--- src/rtl/serial_rx_pkg.sv ---
package serial_rx_pkg;
  typedef enum logic [2:0] {
    S_IDLE  = 3'd0,
    S_START = 3'd1,
    S_DATA  = 3'd2,
    S_PAR   = 3'd3,
    S_STOP  = 3'd4,
    S_BRK   = 3'd5
  } rxState_t;

  // strobes from control to datapath, each one cycle wide on a sampling tick
  typedef struct packed {
    logic startOk;  // start bit confirmed low at mid-bit
    logic dataSmp;  // shift in one data bit
    logic parSmp;   // capture parity bit
    logic stopSmp;  // stop bit sample, push cycle
  } rxStrobe_t;
endpackage

--- src/rtl/serial_rx_ctrl.sv ---
module serial_rx_ctrl
  import serial_rx_pkg::*;
#(
  parameter int OSR      = 16,
  parameter int MAX_BITS = 9
) (
  input  logic       clk,
  input  logic       rstN,
  input  logic       tickIn,
  input  logic       rxIn,
  input  logic [1:0] cfgDataLen,
  input  logic       cfgParEn,
  input  logic       cfgNineBit,
  input  logic       isBreak,
  output rxStrobe_t  strb
);
  localparam int CNT_W = $clog2(OSR);
  localparam int IDX_W = $clog2(MAX_BITS + 1);
  localparam logic [CNT_W-1:0] MID_CNT  = CNT_W'(OSR / 2 - 1);
  localparam logic [CNT_W-1:0] LAST_CNT = CNT_W'(OSR - 1);

  rxState_t         state, stateN;
  logic [CNT_W-1:0] cnt, cntN;
  logic [IDX_W-1:0] bitIdx, bitIdxN;
  logic [IDX_W-1:0] lastIdx;

  assign lastIdx = cfgNineBit ? IDX_W'(MAX_BITS - 1) : IDX_W'(4 + int'(cfgDataLen));

  always_comb begin
    stateN  = state;
    cntN    = cnt;
    bitIdxN = bitIdx;
    strb    = '0;
    unique case (state)
      S_IDLE: begin
        if (tickIn && !rxIn) begin
          stateN = S_START;
          cntN   = '0;
        end
      end
      S_START: begin
        if (tickIn) begin
          if (cnt == MID_CNT) begin
            cntN = '0;
            if (rxIn) begin
              stateN = S_IDLE;
            end else begin
              stateN       = S_DATA;
              bitIdxN      = '0;
              strb.startOk = 1'b1;
            end
          end else begin
            cntN = cnt + 1'b1;
          end
        end
      end
      S_DATA: begin
        if (tickIn) begin
          if (cnt == LAST_CNT) begin
            cntN         = '0;
            strb.dataSmp = 1'b1;
            if (bitIdx == lastIdx) begin
              stateN = (cfgParEn && !cfgNineBit) ? S_PAR : S_STOP;
            end else begin
              bitIdxN = bitIdx + 1'b1;
            end
          end else begin
            cntN = cnt + 1'b1;
          end
        end
      end
      S_PAR: begin
        if (tickIn) begin
          if (cnt == LAST_CNT) begin
            cntN        = '0;
            strb.parSmp = 1'b1;
            stateN      = S_STOP;
          end else begin
            cntN = cnt + 1'b1;
          end
        end
      end
      S_STOP: begin
        if (tickIn) begin
          if (cnt == LAST_CNT) begin
            cntN         = '0;
            strb.stopSmp = 1'b1;
            bitIdxN      = '0;
            if (rxIn)         stateN = S_IDLE;
            else if (isBreak) stateN = S_BRK;
            else              stateN = S_DATA;  // low stop taken as next start
          end else begin
            cntN = cnt + 1'b1;
          end
        end
      end
      S_BRK: begin
        if (tickIn && rxIn) stateN = S_IDLE;
      end
      default: stateN = S_IDLE;
    endcase
  end

  always_ff @(posedge clk or negedge rstN) begin
    if (!rstN) begin
      state  <= S_IDLE;
      cnt    <= '0;
      bitIdx <= '0;
    end else begin
      state  <= stateN;
      cnt    <= cntN;
      bitIdx <= bitIdxN;
    end
  end

  // the push strobe never lasts two cycles
  a_r6_single_pulse: assert property (@(posedge clk) disable iff (!rstN)
    strb.stopSmp |=> !strb.stopSmp);

  // a break push always parks the receiver until the line is high
  a_r10_break_wait: assert property (@(posedge clk) disable iff (!rstN)
    (strb.stopSmp && isBreak && !rxIn) |=> (state == S_BRK));

  // a framing fault re-enters data collection at bit zero
  a_r8_resync: assert property (@(posedge clk) disable iff (!rstN)
    (strb.stopSmp && !rxIn && !isBreak) |=> (state == S_DATA && bitIdx == '0 && cnt == '0));

  // the bit-phase counter moves only on ticks
  a_r2_cnt_on_tick: assert property (@(posedge clk) disable iff (!rstN)
    !tickIn |=> $stable(cnt));

  // nine-bit mode never enters the parity phase
  a_r5_no_parity_phase: assert property (@(posedge clk) disable iff (!rstN)
    (state == S_DATA && cfgNineBit) |=> (state != S_PAR));
endmodule

--- src/rtl/serial_rx_dpath.sv ---
module serial_rx_dpath
  import serial_rx_pkg::*;
#(
  parameter int MAX_BITS = 9,
  parameter int OUT_W    = 8
) (
  input  logic             clk,
  input  logic             rstN,
  input  logic             rxIn,
  input  logic [1:0]       cfgDataLen,
  input  logic             cfgParEn,
  input  logic             cfgParOdd,
  input  logic             cfgNineBit,
  input  rxStrobe_t        strb,
  output logic             isBreak,
  output logic             pushValid,
  output logic [OUT_W-1:0] pushData,
  output logic             pushParTag,
  output logic             pushFrameTag,
  output logic             pushBreakTag
);
  logic [MAX_BITS-1:0] shReg;
  logic [MAX_BITS-1:0] aligned;
  logic                parBit;
  logic                allLow;
  logic                parErr;

  // bits enter at the top and move down; align by the configured length
  always_comb begin
    if (cfgNineBit) begin
      aligned = shReg;
    end else begin
      unique case (cfgDataLen)
        2'd0:    aligned = shReg >> (MAX_BITS - 5);
        2'd1:    aligned = shReg >> (MAX_BITS - 6);
        2'd2:    aligned = shReg >> (MAX_BITS - 7);
        default: aligned = shReg >> (MAX_BITS - 8);
      endcase
    end
  end

  assign isBreak = allLow && !rxIn;
  assign parErr  = cfgParEn && !cfgNineBit && ((^aligned[OUT_W-1:0]) ^ parBit ^ cfgParOdd);

  always_ff @(posedge clk or negedge rstN) begin
    if (!rstN) begin
      shReg  <= '0;
      parBit <= 1'b0;
      allLow <= 1'b0;
    end else if (strb.startOk || strb.stopSmp) begin
      shReg  <= '0;
      parBit <= 1'b0;
      allLow <= 1'b1;
    end else if (strb.dataSmp) begin
      shReg  <= {rxIn, shReg[MAX_BITS-1:1]};
      allLow <= allLow && !rxIn;
    end else if (strb.parSmp) begin
      parBit <= rxIn;
      allLow <= allLow && !rxIn;
    end
  end

  assign pushValid    = strb.stopSmp;
  assign pushData     = isBreak ? '0 : aligned[OUT_W-1:0];
  assign pushBreakTag = strb.stopSmp && isBreak;
  assign pushFrameTag = strb.stopSmp && !rxIn && !isBreak;
  assign pushParTag   = strb.stopSmp && !isBreak && (cfgNineBit ? aligned[MAX_BITS-1] : parErr);

  // a break frame has collected only zero bits
  a_r9_break_zero: assert property (@(posedge clk) disable iff (!rstN)
    (strb.stopSmp && isBreak) |-> (shReg == '0 && parBit == 1'b0));

  // break entries carry no other tag
  a_r9_break_alone: assert property (@(posedge clk) disable iff (!rstN)
    pushBreakTag |-> (!pushFrameTag && !pushParTag && pushValid));
endmodule

--- src/rtl/serial_rx_deser.sv ---
module serial_rx_deser
  import serial_rx_pkg::*;
#(
  parameter int OSR      = 16,
  parameter int MAX_BITS = 9,
  parameter int OUT_W    = 8
) (
  input  logic             clk,
  input  logic             rstN,
  input  logic             tickIn,
  input  logic             rxIn,
  input  logic [1:0]       cfgDataLen,
  input  logic             cfgParEn,
  input  logic             cfgParOdd,
  input  logic             cfgNineBit,
  output logic             pushValid,
  output logic [OUT_W-1:0] pushData,
  output logic             pushParTag,
  output logic             pushFrameTag,
  output logic             pushBreakTag
);
  rxStrobe_t strb;
  logic      isBreak;

  serial_rx_ctrl #(.OSR(OSR), .MAX_BITS(MAX_BITS)) ctrl_i (
    .clk(clk), .rstN(rstN), .tickIn(tickIn), .rxIn(rxIn),
    .cfgDataLen(cfgDataLen), .cfgParEn(cfgParEn), .cfgNineBit(cfgNineBit),
    .isBreak(isBreak), .strb(strb)
  );

  serial_rx_dpath #(.MAX_BITS(MAX_BITS), .OUT_W(OUT_W)) dpath_i (
    .clk(clk), .rstN(rstN), .rxIn(rxIn),
    .cfgDataLen(cfgDataLen), .cfgParEn(cfgParEn), .cfgParOdd(cfgParOdd),
    .cfgNineBit(cfgNineBit), .strb(strb), .isBreak(isBreak),
    .pushValid(pushValid), .pushData(pushData), .pushParTag(pushParTag),
    .pushFrameTag(pushFrameTag), .pushBreakTag(pushBreakTag)
  );

  // pushes land only on sampling ticks
  a_r6_push_on_tick: assert property (@(posedge clk) disable iff (!rstN)
    pushValid |-> tickIn);
endmodule

--- config.mk ---
export PLATFORM = sky130hd
export DESIGN_NAME = serial_rx_deser
export DESIGN_NICKNAME = d
export VERILOG_FILES = /design/src/rtl/serial_rx_pkg.sv /design/src/rtl/serial_rx_ctrl.sv /design/src/rtl/serial_rx_dpath.sv /design/src/rtl/serial_rx_deser.sv
export SDC_FILE = /design/constraint.sdc
export NUM_CORES = 1
export LEC_CHECK = 0
export BUFFER_PORTS_ARGS = -buffer_cell sky130_fd_sc_hd__buf_2
export CAP_MARGIN = 15
export CORE_MARGIN = 2
export CORE_UTILIZATION = 40
export CTS_BUF_LIST = sky130_fd_sc_hd__clkbuf_8
export CTS_CLUSTER_SIZE = 20
export DETAILED_ROUTE_END_ITERATION = 16
export PLACE_DENSITY = 0.57
export SLEW_MARGIN = 20
export SYNTH_ARGS = -nofsm -noshare
export SYNTH_HDL_FRONTEND = slang
export SYNTH_HIERARCHICAL = 1
export SYNTH_SLANG_ARGS = --single-unit
--- constraint.sdc ---
create_clock -name clk -period 2.3 [get_ports clk]
set_input_delay 0.115 -clock clk [delete_from_list [all_inputs] [get_ports clk]]
set_output_delay 0.115 -clock clk [all_outputs]
set_load 0.02 [all_outputs]
# Word-level counts from Yosys, hierarchy flattened
# Index checks and enable logic that the tools add are counted.
# totals
input_bits,9
output_inout_bits,12
wordCells,116
register_bits,22
# classes
eq_ne,25
mux,53
n_bitwise,2
n_reduce_logical,27
addsub,3
# ops
cell,count
4-bit two-way mux,14
3-bit two-way mux,14
9-bit two-way mux,3
4-bit case mux with 3 select lines,2
8-bit case mux with 3 select lines,1
2-bit by 1-bit inequality test with 1-bit output (second input constant),9
3-bit case mux with 6 select lines,1
1-bit two-way mux,16
2-bit inequality test (second input constant),6
11-bit AND reduction,1
1-bit logical AND,10
9-bit AND reduction,1
3-bit nonzero test,3
4-bit by 1-bit adder with 4-bit output (second input constant),2
8-bit two-way mux,1
8-bit XOR reduction,1
3-bit by 2-bit equality test with 1-bit output (second input constant),2
3-bit equality test (second input constant),2
3-bit by 2-bit adder with 4-bit output (first input constant),1
4-bit by 3-bit equality test with 1-bit output (second input constant),1
4-bit equality test,1
4-bit equality test (second input constant),1
4-bit AND reduction,1
2-bit nonzero test,2
other kinds (11),14

# Depth between registers and ports, before layout
# depth
depth_word,9
ltp_mapped,8
ltp_nobuf,7

# Cells and area by module
# The synthesis kept the hierarchy.
# modules_own_cells
module,cells_per_inst,n_inst,area_per_inst_um2,seq_area_each_um2
serial_rx_dpath,104,1,932.1,275.3
serial_rx_ctrl,112,1,927.1,275.3

# Least setup slack after synthesis
# No wires, ideal clock.
# synth_timing
kind,register to output
startpoint,register dpath_i.shReg[7]
endpoint,output port pushParTag
setup_slack_ps,288
required_ps,2185
path_stages_with_launch,8
n_path_buf,0
arrival_time_ps,1897
path_cell_list,dfrtp_1 > mux2_4 > a211oi_2 > a2111oi_2 > a311oi_2 > xnor2_1 > xnor2_1 > a41o_1
# synth_via
elab_chain_cells,8
# synth_lines
element,line_no,text
start: declaration,serial_rx_dpath.sv:22,logic [MAX_BITS-1:0] shReg;
start signal: assignment,serial_rx_dpath.sv:55,"shReg <= {rxIn, shReg[MAX_BITS-1:1]};"
8-bit case mux with 3 select lines,serial_rx_dpath.sv:33,unique case (cfgDataLen)
9-bit two-way mux (*),serial_rx_dpath.sv:30,if (cfgNineBit) begin
8-bit XOR reduction (*),serial_rx_dpath.sv:43,assign parErr = cfgParEn && !cfgNineBit && ((^aligned[OUT_W-1:0]) ^ parBit ^ cfgParOdd);
1-bit bitwise XOR (*) (2 in series),serial_rx_dpath.sv:43,
1-bit logical AND (*),serial_rx_dpath.sv:43,
1-bit two-way mux (*),serial_rx_dpath.sv:67,assign pushParTag = strb.stopSmp && !isBreak && (cfgNineBit ? aligned[MAX_BITS-1] : parErr);
1-bit logical AND (*),serial_rx_dpath.sv:67,
end: declaration,serial_rx_deser.sv:18,"output logic pushParTag,"
# Every way passes the cells marked *; elsewhere a longest branch is shown, timed or not.

# Final worst setup path
# Ends and elaborated chain as after synthesis.

==> results.cfg <==
[synth]
synth_top_family_by_area = simple AND/OR/NAND/NOR gates
synth_nets = 227
synth_area_mm2 = 0.00186
syn_avg_cell_area_um2 = 8.61
yosysWarnings = 6
synthFlopType = dfrtp_1
synth_mux_area_frac = 0.116
synth_fa_ha_area_frac = 0.0135
synthXorXnorAreaFrac = 0.0424
synthCells = 216
synth-edff-count = 0
synth_cell_type_count = 59
synth_compound_area_frac = 0.228
yosys.area_share.simple = 0.255
async_reset_ff_frac = 1.00
ys_ff_latch = 22
ys_seq_area_frac = 0.296

[route]
drc = 0
vias = 1747
via_per_inst = 5.90
antenna_left = 0
wl_per_cell_um = 15.9
wl_um = 4710
dr.pass1.iters = 4
drt_iter0_drc = 170

[worst_setup_path]
startpoint = dpath_i/shReg[7]$_DFFE_PN0P_
endpoint = pushParTag
r2r_slack_ns = 0.34
timing_worst_setup_path_type = register to output pin
cp_data_required_time_ns = 2.18
worst-endpoint-arrival_ns = 2.21
r2r_start = ctrl_i/cnt[0]$_DFFE_PN0P_
path_max_fanout = 5
rr_worst_depth = 6
cp-start-kind = register
crit_slowest_cell = dfrtp_1
crit_chain = mux2_4 -> a211oi_4 -> a2111oi_4 -> a311oi_2 -> xnor2_1 -> xnor2_1 -> a41o_1 -> buf_6
rr_endpoint = ctrl_i/bitIdx[3]$_DFFE_PN0P_
cp_slowest_stage_delay_ns = 0.42
cp_common_cell = xnor2_1
end_kind = output pin

[placement]
hpwlAfterDp_um = 3430
io_buffers = 20
place_area_mm2 = 0.00203
dp_worst_setup_slack_ns = 0.143
gp_congestion = 0.897

[global_routing]
grt_overflow = 0
grt_max_degree = 23
antenna_found_initial = 0
grt_first_pass_wirelength_um = 7800
grt_usage = 0.190
grt_pass1_vias = 1664

[die]
initial_core_util = 0.421
ios = 21
core-area_mm2 = 0.00441
die_area_mm2 = 0.00521
die_w_um = 72.2
die-height_um = 72.2
num_rows = 24

[timing]
drv_slew = 0
final.setup.tns_ns = -0.0233
relSlewSlack = 0.657
fin_crit_sh = 1.01
max_clock_freq_mhz = 430
setup_ws_ns = -0.0233
setup_viol = 1
rsz0062_at_grt = true
finalClockSkew_ns = 0.00247
worstMarginPinSlew_ns = 0.508
finalCriticalPeriod_ns = 2.32
finalHoldViolCount = 0

[finish]
multiInputGateArea_mm2 = 0.00128
drive_gt1_frac = 0.254
fillCellCount = 423
mostFrequentLayoutCell = nor2_1
nets = 256
ff_latch_area_um2 = 552
final_cell_mix = 26 x nor2_1, 21 x dfrtp_1, 19 x buf_2
area_growth_syn_to_layout_pct = 18.8
antenna_cells = 0
fin_area_mm2 = 0.00221

[clock_tree]
cts.path.max_buffers = 2
cts_htree_levels = 1
clk_latency_ns = 0.27
cts_root_buf = clkbuf_8
cts_tree = done
cts_sinks = 22
clkTransAtPathRegs_ns = 0.09
cts_buffers = 3

[power_and_ir_drop]
peakVddDrop_uv = 360
p_leak_nw = 0.998
p_per_area_mw_per_mm2 = 746

[min_path]
hp-class = input pin to register
hold_path_startpoint = rxIn

[flow_run]
drv_cap = 0

[outcome]
outcome = complete, but fails checks
failed_checks = negative setup slack
[power breakdown]
part | total [mW] | leakage [nW] | switching (mW) | internal, mW
combinational | 0.754 | 0.673 | 0.412 | 0.342
clock | 0.295 | 0.0288 | 0.141 | 0.153
sequential | 0.599 | 0.296 | 0.144 | 0.455
total | 1.65 | 0.998 | 0.697 | 0.950
[metrics by stage]
stage | total power, mW | cells | hold WS (ns) | util
2_1_floorplan | 1.16 | 216 | -0.181 | -
3_3_place_gp | 1.33 | 286 | 0.125 | 0.461
3_5_place_dp | 1.34 | 286 | 0.124 | 0.461
4_1_cts | 1.65 | 295 | 0.230 | 0.492
5_1_grt | 1.79 | 296 | 0.264 | 0.501
6_report | 1.65 | 296 | 0.242 | 0.501
[routing by layer]
metal,up-vias,GRT usage,routed length (µm)
met5,-,0,0
met4,0,0.0587,67
met3,7,0.0389,227
met2,39,0.276,2000
met1,837,0.281,2420
li1,864,-,-
[critical path, delay by kind of cell, from the launching register on]
kind | cells | cell delay (ns)
xor gates and xnor gates | 2 | 0.26
muxes | 1 | 0.31
DFF | 1 | 0.42
buffers and inverters | 1 | 0.13
AOI/OAI and AO/OA | 4 | 0.81
[cell usage after synthesis, types with 3 or more instances]
library cell / n / area (µm²)
a21o_1: 4 / 30.0
a21oi_1: 10 / 50.1
a22o_1: 3 / 26.3
and3b_1: 3 / 26.3
buf_2: 4 / 20.0
clkbuf_1: 5 / 18.8
dfrtp_1: 22 / 551
inv_1: 6 / 22.5
mux2_2: 4 / 45.0
mux2i_1: 14 / 140
nand2_1: 9 / 33.8
nand2b_1: 4 / 25.0
nand3_1: 8 / 40.0
nand4_1: 3 / 18.8
nor2_1: 26 / 97.6
nor2b_1: 3 / 18.8
nor3_1: 7 / 35.0
o211ai_1: 4 / 30.0
o21ai_0: 12 / 60.1
o22ai_1: 4 / 25.0
xnor2_1: 7 / 61.3
[kinds of logic after synthesis]
| logic type | after synthesis |
|---|---|
| xor+xnor | 9 |
| compound gates | 59 |
| mux | 20 |
| fa+ha+maj | 2 |
| flops | 22 |
| buf+inv | 19 |
| simple gates | 85 |
[how the worst min path moves through the flow]
stage	cells past startpoint	end	slack, ns
finish	3	dpath_i/parBit$_DFFE_PN0P_	0.24
global placement	1	ctrl_i/cnt[2]$_DFFE_PN0P_	0.12
global route	3	dpath_i/allLow$_DFFE_PN0P_	0.26
CTS	3	dpath_i/parBit$_DFFE_PN0P_	0.23
floorplan	0	ctrl_i/bitIdx[0]$_DFFE_PN0P_	-0.18
detailed placement	1	ctrl_i/cnt[2]$_DFFE_PN0P_	0.12
[timing repair]
item                                    CTS  global route
setup buffers                             4             1
gates resized for setup                   8             5
hold buffers                              1             0
endpoints found under the setup margin    1             1
pin swaps                                 7             3
hold endpoints to repair                 22             0
[cell type report]
type                    instances  area share
multi-input cells             175       0.580
clock buffers                   4      0.0249
well taps                      52      0.0294
inverters                       7      0.0119
flip-flops and latches         22       0.250
repair buffers                 36       0.104
[registers in the layout, summed over array words and instances (netlist names)]
signal	flops
ctrl_i/cnt	4
ctrl_i/state	3
dpath_i/parBit	1
dpath_i/shReg	9
dpath_i/allLow	1
ctrl_i/bitIdx	4
Note: power is estimated with default switching activity, not from simulation.
